[src/rtl/ham74_pkg.sv]
package ham74_pkg;
  localparam int DATA_W = 4;
  localparam int CHK_W  = 3;
  localparam int CODE_W = DATA_W + CHK_W;

  typedef logic [DATA_W-1:0] data_t;
  typedef logic [CHK_W-1:0]  chk_t;
  typedef logic [CODE_W-1:0] code_t;

  // Check bits {c1,c2,c3} for data {D1,D2,D3,D4} = d[3:0]
  function automatic chk_t check_bits(data_t d);
    chk_t c;
    c[2] = d[3] ^ d[1] ^ d[0];
    c[1] = d[3] ^ d[2] ^ d[0];
    c[0] = d[3] ^ d[2] ^ d[1];
    return c;
  endfunction

  // Syndrome {s1,s2,s3} of a received codeword
  function automatic chk_t syndrome_of(code_t w);
    return check_bits(w[CODE_W-1:CHK_W]) ^ w[CHK_W-1:0];
  endfunction

  // Check column of each codeword position, position 6 = D1 .. 0 = c3
  function automatic chk_t column_of(int pos);
    chk_t col;
    case (pos)
      6: col = 3'b111;
      5: col = 3'b011;
      4: col = 3'b101;
      3: col = 3'b110;
      2: col = 3'b100;
      1: col = 3'b010;
      default: col = 3'b001;
    endcase
    return col;
  endfunction
endpackage

[src/rtl/ham74_stage.sv]
module ham74_stage #(
  parameter int WIDTH = 8
) (
  input  logic             clk,
  input  logic             rst,
  input  logic             in_valid,
  output logic             in_ready,
  input  logic [WIDTH-1:0] in_data,
  output logic             out_valid,
  input  logic             out_ready,
  output logic [WIDTH-1:0] out_data
);
  logic take;

  assign in_ready = !out_valid || out_ready;
  assign take     = in_valid && in_ready;

  always_ff @(posedge clk) begin
    if (rst) begin
      out_valid <= 1'b0;
      out_data  <= '0;
    end else if (take) begin
      out_valid <= 1'b1;
      out_data  <= in_data;
    end else if (out_ready) begin
      out_valid <= 1'b0;
    end
  end

  // stalled output is held
  p_stall_hold_r4: assert property (@(posedge clk) disable iff (rst)
    out_valid && !out_ready |=> out_valid && $stable(out_data));

  // an accepted word is presented on the next cycle
  p_accept_next_r3: assert property (@(posedge clk) disable iff (rst)
    in_valid && in_ready |=> out_valid && out_data == $past(in_data));
endmodule

[src/rtl/ham74_encoder.sv]
module ham74_encoder
  import ham74_pkg::*;
(
  input  logic  clk,
  input  logic  rst,
  input  logic  in_valid,
  output logic  in_ready,
  input  data_t in_data,
  output logic  out_valid,
  input  logic  out_ready,
  output code_t out_code
);
  code_t next_code;

  always_comb begin
    next_code = {in_data, check_bits(in_data)};
  end

  ham74_stage #(.WIDTH(CODE_W)) u_stage (
    .clk      (clk),
    .rst      (rst),
    .in_valid (in_valid),
    .in_ready (in_ready),
    .in_data  (next_code),
    .out_valid(out_valid),
    .out_ready(out_ready),
    .out_data (out_code)
  );

  // every emitted codeword has a zero syndrome
  p_clean_code_r2: assert property (@(posedge clk) disable iff (rst)
    out_valid |-> syndrome_of(out_code) == '0);
endmodule

[src/rtl/ham74_decoder.sv]
module ham74_decoder
  import ham74_pkg::*;
(
  input  logic  clk,
  input  logic  rst,
  input  logic  in_valid,
  output logic  in_ready,
  input  code_t in_code,
  output logic  out_valid,
  input  logic  out_ready,
  output data_t out_data,
  output logic  out_err
);
  chk_t  syn;
  code_t flip;
  code_t fixed;
  logic [DATA_W:0] stage_in, stage_out;

  assign syn = syndrome_of(in_code);

  // one comparator per codeword position
  for (genvar p = 0; p < CODE_W; p++) begin : g_col
    assign flip[p] = (syn == column_of(p));
  end

  assign fixed    = in_code ^ flip;
  assign stage_in = {(syn != '0), fixed[CODE_W-1:CHK_W]};

  ham74_stage #(.WIDTH(DATA_W + 1)) u_stage (
    .clk      (clk),
    .rst      (rst),
    .in_valid (in_valid),
    .in_ready (in_ready),
    .in_data  (stage_in),
    .out_valid(out_valid),
    .out_ready(out_ready),
    .out_data (stage_out)
  );

  assign out_err  = stage_out[DATA_W];
  assign out_data = stage_out[DATA_W-1:0];

  // the repaired word always satisfies all checks
  p_fixed_clean_r7: assert property (@(posedge clk) disable iff (rst)
    in_valid |-> syndrome_of(fixed) == '0);

  // at most one bit is inverted
  p_one_flip_r7: assert property (@(posedge clk) disable iff (rst)
    in_valid |-> $onehot0(flip));

  // a clean word passes with no flag
  p_clean_pass_r6: assert property (@(posedge clk) disable iff (rst)
    in_valid && in_ready && syn == '0 |=> !out_err &&
      out_data == $past(in_code[CODE_W-1:CHK_W]));
endmodule

[src/rtl/ham74_codec.sv]
module ham74_codec
  import ham74_pkg::*;
(
  input  logic       clk,
  input  logic       rst,
  input  logic       enc_in_valid,
  output logic       enc_in_ready,
  input  logic [3:0] enc_in_data,
  output logic       enc_out_valid,
  input  logic       enc_out_ready,
  output logic [6:0] enc_out_code,
  input  logic       dec_in_valid,
  output logic       dec_in_ready,
  input  logic [6:0] dec_in_code,
  output logic       dec_out_valid,
  input  logic       dec_out_ready,
  output logic [3:0] dec_out_data,
  output logic       dec_out_err
);
  ham74_encoder u_enc (
    .clk      (clk),
    .rst      (rst),
    .in_valid (enc_in_valid),
    .in_ready (enc_in_ready),
    .in_data  (enc_in_data),
    .out_valid(enc_out_valid),
    .out_ready(enc_out_ready),
    .out_code (enc_out_code)
  );

  ham74_decoder u_dec (
    .clk      (clk),
    .rst      (rst),
    .in_valid (dec_in_valid),
    .in_ready (dec_in_ready),
    .in_code  (dec_in_code),
    .out_valid(dec_out_valid),
    .out_ready(dec_out_ready),
    .out_data (dec_out_data),
    .out_err  (dec_out_err)
  );
endmodule

[config.mk]
export PLATFORM = sky130hd
export DESIGN_NAME = ham74_codec
export DESIGN_NICKNAME = d
export VERILOG_FILES = /design/src/rtl/ham74_pkg.sv /design/src/rtl/ham74_stage.sv /design/src/rtl/ham74_encoder.sv /design/src/rtl/ham74_decoder.sv /design/src/rtl/ham74_codec.sv
export SDC_FILE = /design/constraint.sdc
export NUM_CORES = 1
export LEC_CHECK = 0
export BUFFER_PORTS_ARGS = -buffer_cell sky130_fd_sc_hd__buf_2
export CAP_MARGIN = 20
export CORE_UTILIZATION = 30
export CTS_BUF_LIST = sky130_fd_sc_hd__clkbuf_2
export CTS_CLUSTER_DIAMETER = 150
export DETAILED_ROUTE_END_ITERATION = 12
export HOLD_SLACK_MARGIN = 0.02
export PLACE_DENSITY = 0.6
export SLEW_MARGIN = 10
export SYNTH_ARGS = -nofsm -noshare
export SYNTH_HDL_FRONTEND = slang
export SYNTH_HIERARCHICAL = 1
export SYNTH_SLANG_ARGS = --single-unit
[constraint.sdc]
create_clock -name clk -period 1.9 [get_ports clk]
set_clock_uncertainty 0.2 [all_clocks]
set_input_delay 0.095 -clock clk [delete_from_list [all_inputs] [get_ports clk]]
set_output_delay 0.095 -clock clk [all_outputs]
set_load 0.02 [all_outputs]
==> impl_metrics.csv <==
group,metric,value,unit
sta,slew_viol_final,0,
global_routing,first_global_vias,800,
setup_path,reg2reg_depth,4,
clock_network,worstSkewPairLatency,260,ps
sta,grt_setup_unrepaired,"no",
die,die_h,59.11,um
pwr,leakagePower,0.0006043,uW
setup_path,critical_path.top_delay_family,"buffers and inverters",
synth,synth_top_area_share,0.2864,
final_layout,syn2layout_area_growth,31.46,%
synth,avgSynthCellArea,9.144,sq um
synth,netlist_area,978.4,sq um
die,rows,20,
sta,min_period,1673,ps
global_routing,overflow,0,
sta,max_slew_margin,0.6196,
synth,syn_nets,124,
route,drt.antenna.violating_nets,0,
synth,synth-seq-cells,14,
clock_network,cts_tree,"yes",
setup_path,crit_path_end_kind,"register",
clock_network,clk_pin_slew,140,ps
final_layout,layout.nets,167,
global_routing,grt_first_pass_wirelength,3498,um
synth,synthTopCellsByArea,"dfxtp_1 (29%), nand3_1 (8.2%), a21oi_1 (7.7%)",
setup_path,r2r_start,"u_enc/u_stage/out_valid",
placed_design,io_buffers,32,
sta,setup_violations,0,
route,wirelength,2169,um
setup_path,timing.rr.end,"u_enc/u_stage/out_data[5]",
route,wl_per_cell,11.24,um
synth,synth_edf_count,0,
die,dieArea,0.003494,sq mm
setup_path,slowest_stage,"dlygate4sd3_1",
setup_path,worstPathRequired,1910,ps
die,io_pins,33,
pwr,p_per_area,590.3,mW/mm^2
synth,synth.most_common_cell,"nand3_1",
route,detail_route.first_pass.iterations,6,
setup_path,path_class,"input port to register",
synth,ys_warn_count,6,
global_routing,grtUsageTotal,0.1294,
setup_path,worst-path-stages,5,
clock_network,cts.htree.levels,1,
route,drc,0,
clock_network,post_cts_buffers,0,
placed_design,dpl.hpwl,1451,um
route,first_iter_violations,22,
route,vias,914,
sta,worst_pin_slew,566.5,ps
clock_network,clkSinkCount,14,
setup_path,cpPeakStageDelay,570,ps
sta,fin_crit_sh,0.8805,
setup_path,cp-endpoint,"u_enc/u_stage/out_data[5]",
final_layout,diodes,0,
global_routing,antenna_found_initial,0,
setup_path,path_buf_inv,3,
sta,fin_ws,227.0,ps
sta,hold_violations,0,
synth,synth.distinct_cells,31,
die,initial_core_util,0.3179,
sta,fmax,0.5977,GHz
synth,synth_flop_cell,"dfxtp_1",
placed_design,preCtsSetupSlack,108.6,ps
placed_design,place_area,0.001137,sq mm
setup_path,start_kind,"input port",
setup_path,path_common_cell,"dlygate4sd3_1",
route,vias_per_cell,4.736,
setup_path,arrival,1690,ps
final_layout,fillers,314,
flow_run,cap_violations,0,
status,status,"finished clean",
placed_design,gp_congestion,0.7762,
die,core_area,0.003078,sq mm
setup_path,cp_max_fo,15,
sta,fin_setup_tns,0,ps
clock_network,cts-root-buf,"clkbuf_2",
final_layout,drive_above_1_share,0.3154,
final_layout,final_area,0.001286,sq mm
setup_path,path_cells,"dlygate4sd3_1 > buf_2 > nand3_1 > dlygate4sd3_1 > a21oi_1",
final_layout,utilization,0.4179,
pwr,ir_worst_vdd,0.2056,mV
clock_network,cts_buffers,3,
die,die_w,59.11,um
synth,async_flop_share,0,
synth,synth_cells,107,
clock_network,clockBufferDepth,2,
worst_hold_path,hold_class,"input port to register",
synth,seq_area_frac_synth,0.2864,
synth,synth_commonest_cells,"nand3_1 (16), a21oi_1 (15), dfxtp_1 (14)",
setup_path,worstSetupStartpoint,"enc_in_valid",
global_routing,grt_max_degree,17,
setup_path,ff2ff_setup_slack,320,ps
synth,yosys.area.top_type,"dfxtp_1",
-- registers in the layout (all words and copies together), names as in the netlist --
name                     cells
u_enc/u_stage/out_data       7
u_dec/u_stage/out_data       5
u_dec/u_stage/out_valid      1
u_enc/u_stage/out_valid      1
-- routing by layer --
layer  GRT usage  wire length, um  vias up
li1            -                -      469
met1      0.1770             1039      426
met2      0.2094             1053       17
met3     0.01747               55        2
met4     0.04422               21        0
met5           0                0        -
-- stage by stage --
stage | instances | hold slack (ps) | total power (uW)
floorplan | 107 | -35.93 | 529.9
global placement | 176 | 179.5 | 594.9
detailed placement | 176 | 178.2 | 599.9
CTS | 194 | 48.37 | 766.1
global route | 193 | 93.57 | 808.5
finish | 193 | 60.30 | 759.3
-- power by group --
group,internal (uW),switching (uW)
registers,317,11.6
clock network,45.8,96.3
logic,136,153
-- worst reg2reg max path: stages, from the launching register on --
cell and delay, ps:
dfxtp_1 360, nand2b_4 170, nand3_1 100, dlygate4sd3_1 570
a21oi_1 130
-- what timing repair did --
action,in CTS,in global routing
hold buffers,14,0
endpoints found under the hold margin,14,0
endpoints found under the setup margin,0,1
gates resized for setup,0,0
-- layout make-up --
cell class                      count  area [sq um]  area share
Multi-Input combinational cell     82         626.9      0.4874
Timing Repair Buffer               45         290.3      0.2257
Sequential cell                    14         280.3      0.2179
Tap cell                           44         55.05     0.04280
Clock buffer                        3         15.01     0.01167
Inverter                            4         15.01     0.01167
Clock inverter                      1         3.754    0.002918
-- cells by family after synthesis --
kind of cell / count (synthesis) / share of synthesized area
and+or+nand+nor: 34 / 0.2008
muxes: 2 / 0.02046
DFF: 14 / 0.2864
xor gates and xnor gates: 10 / 0.1509
AOI/OAI and AO/OA: 36 / 0.2686
buffers and inverters: 11 / 0.07287
-- worst min path at each step --
stage	slack, ps	endpoint	start	cells past startpoint
floorplan	-40	u_dec/u_stage/out_data[0]	rst	1
global placement	180	u_enc/u_stage/out_data[3]	enc_in_data[0]	3
detailed placement	180	u_enc/u_stage/out_data[3]	enc_in_data[0]	3
CTS	50	u_dec/u_stage/out_data[1]	dec_in_code[4]	5
global route	90	u_dec/u_stage/out_data[1]	dec_in_code[4]	5
finish	60	u_dec/u_stage/out_data[1]	dec_in_code[4]	5
-- layout by cell type (no fill, tap or decap) --
cell type and n:
a21oi_2 1, clkbuf_2 3, dlygate4sd3_1 13, nand2b_1 1, a21oi_1 15, o211a_1 2, a221oi_1 1, nand3_1 16
nor3_1 3, nand2b_4 2, o21ai_0 2, nand2_1 4, buf_2 32, xnor2_1 4, a211oi_1 1, xor2_1 1
mux2i_1 2, dfxtp_1 14, xor3_1 3, a21bo_1 6, a21bo_2 6, and2_2 1, xnor2_2 1, xor2_2 1
clkinv_1 1, or2_1 1, inv_1 4, a31oi_1 2, and3_1 2, or2b_1 1, or3_1 3
Note: power is estimated with default switching activity, not from simulation.
